--- src/rtl/v110_pkg.sv ---
package v110_pkg;
  localparam int FRAME_OCTETS = 10;
  localparam int E_OCTET      = 5;
  localparam int E_BITS       = 7;
  localparam int S_BITS       = 6;
  localparam int X_BITS       = 2;
  localparam int STAT_W       = E_BITS + S_BITS + X_BITS;

  // Octet that carries status bit b
  function automatic int src_octet(input int b);
    if (b >= X_BITS + S_BITS) return E_OCTET;
    case (b)
      0: return 2;
      1: return 7;
      2: return 1;
      3: return 3;
      4: return 4;
      5: return 6;
      6: return 8;
      default: return 9;
    endcase
  endfunction

  // Data bit inside that octet
  function automatic int src_bit(input int b);
    if (b >= X_BITS + S_BITS) return b - (X_BITS + S_BITS);
    return 0;
  endfunction
endpackage

--- src/rtl/v110_octet_track.sv ---
module v110_octet_track #(
  parameter int FRAME_OCTETS = v110_pkg::FRAME_OCTETS,
  localparam int CW = $clog2(FRAME_OCTETS + 1)
) (
  input  logic          clk,
  input  logic          rst_n,
  input  logic          oct_valid,
  input  logic          oct_sof,
  output logic          oct_take,
  output logic [CW-1:0] oct_idx,
  output logic          frm_end
);
  localparam logic [CW-1:0] IDLE = CW'(FRAME_OCTETS);
  localparam logic [CW-1:0] LAST = CW'(FRAME_OCTETS - 1);

  logic [CW-1:0] pos_q;

  assign oct_take = oct_valid && (oct_sof || pos_q != IDLE);
  assign oct_idx  = oct_sof ? '0 : pos_q;
  assign frm_end  = oct_valid && !oct_sof && pos_q == LAST;

  always_ff @(posedge clk) begin
    if (!rst_n) begin
      pos_q <= IDLE;
    end else if (oct_valid) begin
      if (oct_sof)            pos_q <= CW'(1);
      else if (pos_q != IDLE) pos_q <= pos_q + CW'(1);
    end
  end
endmodule

--- src/rtl/v110_bit_pick.sv ---
module v110_bit_pick #(
  parameter int FRAME_OCTETS = v110_pkg::FRAME_OCTETS,
  localparam int CW = $clog2(FRAME_OCTETS + 1),
  localparam int SW = v110_pkg::STAT_W
) (
  input  logic          clk,
  input  logic          rst_n,
  input  logic          oct_take,
  input  logic [CW-1:0] oct_idx,
  input  logic [7:0]    oct_data,
  output logic [SW-1:0] frm_now
);
  logic [SW-1:0] held_q;

  for (genvar b = 0; b < SW; b++) begin : g_bit
    localparam int OCT = v110_pkg::src_octet(b);
    localparam int POS = v110_pkg::src_bit(b);
    assign frm_now[b] = (oct_take && oct_idx == CW'(OCT)) ? oct_data[POS] : held_q[b];
  end

  always_ff @(posedge clk) begin
    if (!rst_n) held_q <= '0;
    else        held_q <= frm_now;
  end
endmodule

--- src/rtl/v110_chg_report.sv ---
module v110_chg_report #(
  localparam int SW = v110_pkg::STAT_W
) (
  input  logic          clk,
  input  logic          rst_n,
  input  logic          frm_end,
  input  logic [SW-1:0] frm_now,
  input  logic          abort_req,
  output logic          chg_valid,
  output logic [SW-1:0] chg_status,
  output logic [SW-1:0] ref_word
);
  logic abort_pend;

  always_ff @(posedge clk) begin
    if (!rst_n) begin
      chg_valid  <= 1'b0;
      chg_status <= '0;
      ref_word   <= '0;
      abort_pend <= 1'b0;
    end else begin
      chg_valid <= 1'b0;
      if (frm_end) begin
        abort_pend <= 1'b0;
        if (abort_pend || abort_req) begin
          chg_valid  <= 1'b1;
          chg_status <= '0;
          ref_word   <= '0;
        end else if (frm_now != ref_word) begin
          chg_valid  <= 1'b1;
          chg_status <= frm_now;
          ref_word   <= frm_now;
        end
      end else if (abort_req) begin
        abort_pend <= 1'b1;
      end
    end
  end
endmodule

--- src/rtl/v110_chg_det.sv ---
module v110_chg_det #(
  parameter int FRAME_OCTETS = v110_pkg::FRAME_OCTETS,
  localparam int CW = $clog2(FRAME_OCTETS + 1),
  localparam int SW = v110_pkg::STAT_W
) (
  input  logic          clk,
  input  logic          rst_n,
  input  logic          oct_valid,
  output logic          oct_ready,
  input  logic [7:0]    oct_data,
  input  logic          oct_sof,
  input  logic          abort_req,
  output logic          chg_valid,
  output logic [SW-1:0] chg_status
);
  logic          oct_take;
  logic [CW-1:0] oct_idx;
  logic          frm_end;
  logic [SW-1:0] frm_now;
  logic [SW-1:0] ref_word;

  assign oct_ready = 1'b1;

  v110_octet_track #(.FRAME_OCTETS(FRAME_OCTETS)) i_track (
    .clk(clk), .rst_n(rst_n), .oct_valid(oct_valid), .oct_sof(oct_sof),
    .oct_take(oct_take), .oct_idx(oct_idx), .frm_end(frm_end)
  );

  v110_bit_pick #(.FRAME_OCTETS(FRAME_OCTETS)) i_pick (
    .clk(clk), .rst_n(rst_n), .oct_take(oct_take), .oct_idx(oct_idx),
    .oct_data(oct_data), .frm_now(frm_now)
  );

  v110_chg_report i_report (
    .clk(clk), .rst_n(rst_n), .frm_end(frm_end), .frm_now(frm_now),
    .abort_req(abort_req), .chg_valid(chg_valid), .chg_status(chg_status),
    .ref_word(ref_word)
  );
endmodule

--- config.mk ---
export PLATFORM = sky130hd
export DESIGN_NAME = v110_chg_det
export DESIGN_NICKNAME = d
export VERILOG_FILES = /design/src/rtl/v110_pkg.sv /design/src/rtl/v110_octet_track.sv /design/src/rtl/v110_bit_pick.sv /design/src/rtl/v110_chg_report.sv /design/src/rtl/v110_chg_det.sv
export SDC_FILE = /design/constraint.sdc
export NUM_CORES = 1
export LEC_CHECK = 0
export BUFFER_PORTS_ARGS = -buffer_cell sky130_fd_sc_hd__clkbuf_2
export CORE_MARGIN = 2
export CORE_UTILIZATION = 35
export DETAILED_ROUTE_END_ITERATION = 12
export SYNTH_ARGS = -nofsm -noshare
export SYNTH_HDL_FRONTEND = slang
export SYNTH_SLANG_ARGS = --single-unit
--- constraint.sdc ---
create_clock -name clk -period 2.6 [get_ports clk]
set_input_delay 0.13 -clock clk [delete_from_list [all_inputs] [get_ports clk]]
set_output_delay 0.13 -clock clk [all_outputs]
set_load 0.02 [all_outputs]
After elaboration in Yosys (flattened, before gate mapping)
Cells that the tools add are included.
- bits in registers: 36
- bits of input ports: 13
- output and inout bits: 17
- add/sub/neg operators: 1
- equality and inequality tests: 12
- mux-type cells: 22
- bitwise gates (word level): 1
- reductions and logical operators: 21
- operators with widths (cell ; number):
    15-bit two-way mux ; 2
    1-bit two-way mux ; 17
    4-bit by 3-bit == test with 1-bit output (second input constant) ; 4
    15-bit != test ; 1
    4-bit == test (second input constant) ; 3
    1-bit logical AND ; 12
    4-bit two-way mux ; 3
    4-bit by 2-bit == test with 1-bit output (second input constant) ; 2
    2-bit AND reduction ; 3
    4-bit by 1-bit adder with 4-bit output (second input constant) ; 1
    4-bit by 1-bit == test with 1-bit output (second input constant) ; 1
    4-bit != test (second input constant) ; 1
    2-bit nonzero test ; 2
    1-bit logical OR ; 2
    2-bit OR reduction ; 1
    1-bit logical NOT ; 1
    1-bit inverter ; 1

Logic depth before layout (Yosys ltp)
- depth in word-level cells: 8
- depth in mapped cells: 11
- gate-level depth less buffers: 9

By module
Synthesis repeated with hierarchy kept, for this count alone.
- cells, all modules: 230
- area total of the unflattened synthesis: 2108.3 µm²
- modules (own cells, without submodules) (module ; instances ; cells an instance ; area an instance (µm²) ; seq. area each (µm²)):
    v110_chg_report ; 1 ; 107 ; 957.2 ; 340.3
    v110_bit_pick ; 1 ; 87 ; 840.8 ; 300.3
    v110_octet_track ; 1 ; 34 ; 299.0 ; 80.1
    v110_chg_det ; 1 ; 2 ; 11.3 ; 0.0

Least setup slack after synthesis
No wires, ideal clock.
- path kind: register to register
- start: register i_track.pos_q[0]
- end: register i_report.chg_status[10]
- library setup time: 0.125 ns
- arrival: 2.332 ns
- required time: 2.475 ns
- setup slack: 0.143 ns
- cell stages (with the launch flop): 11
- buffers on the path: 3
- clock period less this slack: 2.457 ns
- cell sequence: dfxtp_1 > buf_2 > nor2b_1 > clkbuf_1 > and3_1 > mux2i_1 > o2111ai_1 > or4_4 > o2111ai_4 > buf_6 > o2bb2ai_1
- word-level cells in the longest chain between the ends: 8
- elaborated cells on any way between the ends: 44
- classes of those cells: eq/ne (12); mux (18); reduce/logical (14)
- ends and longest elaborated chain (what ; RTL line ; source):
    start, declared ; v110_octet_track.sv:16 ; logic [CW-1:0] pos_q;
    start signal, assigned ; v110_octet_track.sv:27 ; else if (pos_q != IDLE) pos_q <= pos_q + CW'(1);
    4-bit != test ; v110_octet_track.sv:18 ; assign oct_take = oct_valid && (oct_sof || pos_q != IDLE);
    1-bit logical OR ; v110_octet_track.sv:18 ;
    1-bit logical AND ; v110_octet_track.sv:18 ;
    1-bit logical AND ; v110_bit_pick.sv:18 ; assign frm_now[b] = (oct_take && oct_idx == CW'(OCT)) ? oct_data[POS] : held_q[b];
    1-bit two-way mux ; v110_bit_pick.sv:18 ;
    15-bit != test ; v110_chg_report.sv:29 ; end else if (frm_now != ref_word) begin
    2-bit nonzero test (no source line) ; n/a ;
    2-bit AND reduction (no source line) ; n/a ;
    end signal, assigned ; v110_chg_report.sv:31 ; chg_status <= frm_now;
    end, declared ; v110_chg_report.sv:10 ; output logic [SW-1:0] chg_status,
Parallel ways exist; a longest one is shown, timed or not. The select of a mux whose other input is x is not followed.
A chain may end at the register's enable or synchronous reset.

Final worst setup path
- start: register i_track.pos_q[2]
- end: register i_report.chg_status[5]
Same word-level chain as after synthesis.

==> results by group <==
Critical path
  • Critical setup path kind: reg2reg
  • Worst Reg-to-Reg Cells: 9
  • Critical path origin: i_track.pos_q[2]$_SDFFE_PN0P_
  • Nature of the critical path startpoint: register
  • Data arrival time of the critical path: between 2 and 3 ns
  • Setup crit end kind: register
  • Maximum fanout encountered on the critical timing path: 8
  • Reg2Reg Setup Slack: 0.11 ns
  • Crit Reg-Reg Endpoint: i_report.chg_status[5]$_SDFFE_PN0P_
  • Req. time, crit path: roughly 2.8 ns
  • Startpoint of the worst register-to-register path: i_track.pos_q[2]$_SDFFE_PN0P_

Global routing
  • Pin count of the biggest net entering global routing: 22
  • Total grt overflow: 0
  • Number of global-route vias before repair: approximately 1,700
  • Wire length of the first global-routing pass: 8310 um
  • Initial antenna violation count: 0
  • Total track usage: 16.8%

Power and ir drop
  • Switching power: 0.294 mW
  • Pwr Density: 436 nW/um^2
  • Sw frac: 27.2%
  • Register share of total power: 52.4%
  • Overall power after layout: ~1.1 mW
  • P_leak: 0.993 nW
  • Power share of the clock group: roughly 38%
  • Internal portion of total power: about 0.79 mW
  • Logic pwr share: 10.0%
  • IR Drop Worst-Case VDD: between 200 and 300 uV

Logic synthesis
  • Cell types occupying the most area after synthesis: sky130_fd_sc_hd__dfxtp_1 35%, sky130_fd_sc_hd__o2bb2ai_1 6.4%, sky130_fd_sc_hd__nor2_1 5.1%
  • Cell count after synthesis: about 230
  • Dominant register cell in the synthesized netlist: sky130_fd_sc_hd__dfxtp_1
  • Count of unique library cells instantiated by Yosys: 55
  • Yosys top cell by area: sky130_fd_sc_hd__dfxtp_1
  • Flip-flop and latch count after synthesis: 36
  • Fraction of synthesis flops using an asynchronous set or reset pin: 0%
  • Number of warnings issued by yosys: 0
  • Synthesized Nets: 250
  • EDFF count, synth: 0
  • Cell area after synthesis: approximately 2100 sq um
  • Post-Synthesis Mean Instance Area: between 8 and 9 sq um
  • Fraction of synthesized cell area taken by the top area cell type: a little over a third
  • Proportion of synthesized chip area in sequential cells: between 30% and 40%

Placement
  • Total half-perimeter wirelength after legalization and detailed placement: ~3500 um
  • Count of port buffers added during placement: 27
  • Placer congestion estimate: slightly below 0.8

Timing
  • Hold Worst Slack: between 0.1 and 0.15 ns
  • Max-slew violation total from the final report: 0
  • Post-route clock period utilization: around 96%
  • Hold Violations, Final: 0
  • Final number of setup-violating endpoints: 0
  • Worst setup skew after layout: ~0.0036 ns
  • Worst-Margin Slew: about 0.77 ns
  • Rel. slew slack: between 40 and 50%
  • Maximum frequency from static timing analysis: between 0.4 and 0.5 GHz
  • Time the final worst path needs with I/O delays and setup: between 2 and 2.5 ns

Finish
  • Post-synthesis to final-layout area growth: 21.2%
  • Share of final-layout standard cells stronger than drive strength 1: a little over a quarter
  • Number of antenna cells inserted: 0
  • Footprint of the flip-flops and latches: approximately 720 sq um
  • Number of filler instances in the final layout: between 500 and 600
  • Final #Nets: about 290
  • Area of combinational cells with multiple inputs: 1280 sq um

Floorplanning
  • Die X-Extent: between 80 and 90 um
  • Initial Utilization: 36.8%
  • Placeable core region: between 5000 and 6000 sq um
  • Site row count: 27
  • IO Count: 30
  • Height of the die: 80.5 um
  • Die area: roughly 6500 sq um

Route
  • Routed len/inst: roughly 15 um
  • Vias post-DR: roughly 1,800
  • Vias per std cell: between 5 and 6
  • Number of DRC violations after detailed-routing iteration 0: between 100 and 150
  • Total wire length after detailed routing: 5070 um
  • Post-route DRC violation count: 0
  • Antenna viol nets, final: 0
  • First-pass iteration count of the detailed router: 4

Clocking
  • Number of buffers on the longest clock path: 2
  • CTS tree: built
  • Worst-Skew Late Latency: between 0.2 and 0.3 ns
  • CTS Buf Count: 5
  • Root Driver: sky130_fd_sc_hd__clkbuf_8
  • Clock Sink Count: 36
  • Number of H-tree levels: 2
  • Post-CTS clock slew at the launch and capture registers of the worst setup and hold paths: ~0.08 ns

Hold path
  • Hold worst-path end: i_pick.held_q[13]$_SDFF_PN0_
  • Worst hold path cell count: 3
  • Kind of path behind the tightest hold check: in2reg
  • Hold Crit Start: oct_data[5]

Run
  • Max_cap viols: 0

Outcome
  • Run status: complete, no violations
==> power by group through the flow <==
stage                     combinational [mW]  clock, mW  sequential, mW
after floorplan                       0.0670          0           0.575
after CTS                              0.102      0.423           0.566
after global placement                 0.101          0           0.579
after detailed placement               0.102          0           0.579
final                                  0.108      0.408           0.567
after global routing                   0.118      0.450           0.569
==> state kept, by name (all words and copies together), names as in the netlist <==
signal	flops
i_report.abort_pend	1
i_track.pos_q	4
i_report.chg_valid	1
i_report.chg_status	15
i_pick.held_q	15
==> worst max path at each step <==
stage	slack (ns)	endpoint
2_1_floorplan	0.14	i_report.chg_status[10]$_SDFFE_PN0P_
3_3_place_gp	0.09	i_report.chg_status[14]$_SDFFE_PN0P_
3_5_place_dp	0.08	i_report.chg_status[8]$_SDFFE_PN0P_
4_1_cts	0.005	i_report.chg_status[10]$_SDFFE_PN0P_
5_1_grt	-0.03	i_report.chg_status[7]$_SDFFE_PN0P_
6_report	0.11	i_report.chg_status[5]$_SDFFE_PN0P_
==> stage by stage <==
step	TNS (ns)	cells	util, %	setup WS, ns	area, sq um
after floorplan	0	234	-	0.143	2050
after global placement	0	335	41.6	0.0938	2320
after detailed placement	0	335	41.6	0.0781	2320
after CTS	0	343	43.2	0.00475	2410
after global routing	-0.258	345	44.6	-0.0321	2480
final	0	345	44.6	0.110	2480
==> area by class of cell <==
| class | count | area share [%] |
|---|---|---|
| sequential | 36 | 29.2 |
| inverter | 7 | 1.06 |
| tap | 72 | 3.63 |
| clock buffer | 5 | 2.77 |
| multi-input combinational | 177 | 51.5 |
| clock inverter | 3 | 0.755 |
| timing repair buffer | 45 | 11.2 |
==> cells in the mapped netlist, types with 5 or more instances <==
library cell / n
sky130_fd_sc_hd__nand2b_1: 5
sky130_fd_sc_hd__dfxtp_1: 36
sky130_fd_sc_hd__xor2_1: 5
sky130_fd_sc_hd__inv_1: 6
sky130_fd_sc_hd__and2_1: 14
sky130_fd_sc_hd__o21ai_0: 6
sky130_fd_sc_hd__mux2i_1: 10
sky130_fd_sc_hd__a21oi_1: 5
sky130_fd_sc_hd__o2bb2ai_1: 15
sky130_fd_sc_hd__nor2b_1: 14
sky130_fd_sc_hd__clkbuf_1: 7
sky130_fd_sc_hd__nand2_1: 9
sky130_fd_sc_hd__nor2_1: 28
==> repair_timing <==
item | CTS | global route
resized for setup | 0 | 16
hold endpoints to repair | 0 | 0
hold buffers | 0 | 0
buffers inserted | 0 | 2
endpoints found under the setup margin | 0 | 16
==> logic make-up after synthesis <==
| kind of cell | share of synthesized area (%) |
|---|---|
| XOR/XNOR | 2.99 |
| flip-flops | 35.1 |
| buffers and inverters | 4.94 |
| AND/OR/NAND/NOR | 27.2 |
| multiplexers | 4.88 |
| adder cells (fa/ha/maj) | 1.83 |
| AO/OA/AOI/OAI | 22.9 |
| other | 0.183 |
==> placed cells by master, fill, tap and decap left out, types with 6 or more instances in the layout <==
cell | Yosys | final
sky130_fd_sc_hd__o21ai_0 | 6 | 6
sky130_fd_sc_hd__buf_4 | 1 | 16
sky130_fd_sc_hd__clkbuf_2 | 0 | 27
sky130_fd_sc_hd__nand2_1 | 9 | 9
sky130_fd_sc_hd__inv_1 | 6 | 6
sky130_fd_sc_hd__nor2_1 | 28 | 28
sky130_fd_sc_hd__dfxtp_1 | 36 | 33
sky130_fd_sc_hd__and2_1 | 14 | 14
sky130_fd_sc_hd__o2bb2ai_1 | 15 | 15
sky130_fd_sc_hd__mux2i_1 | 10 | 8
sky130_fd_sc_hd__nor2b_1 | 14 | 13
==> metal layers <==
layer / vias to the layer above / GRT usage, % / routed length [um]
li1: 927 / - / -
met1: 867 / 22.5 / 2370
met2: 48 / 25.8 / 2400
met3: 7 / 3.93 / 240
met4: 0 / 7.29 / 58
met5: - / 0 / 0
==> critical path, stage by stage (launching register included) <==
cell	delay (ns)
sky130_fd_sc_hd__dfxtp_2	0.35
sky130_fd_sc_hd__nor3b_4	0.36
sky130_fd_sc_hd__buf_4	0.18
sky130_fd_sc_hd__a41oi_1	0.15
sky130_fd_sc_hd__o22ai_2	0.22
sky130_fd_sc_hd__o2111ai_2	0.16
sky130_fd_sc_hd__or4_4	0.48
sky130_fd_sc_hd__o2111ai_4	0.25
sky130_fd_sc_hd__buf_4	0.18
sky130_fd_sc_hd__o2bb2ai_1	0.05
No activity file was read; power rests on OpenSTA's default activity.
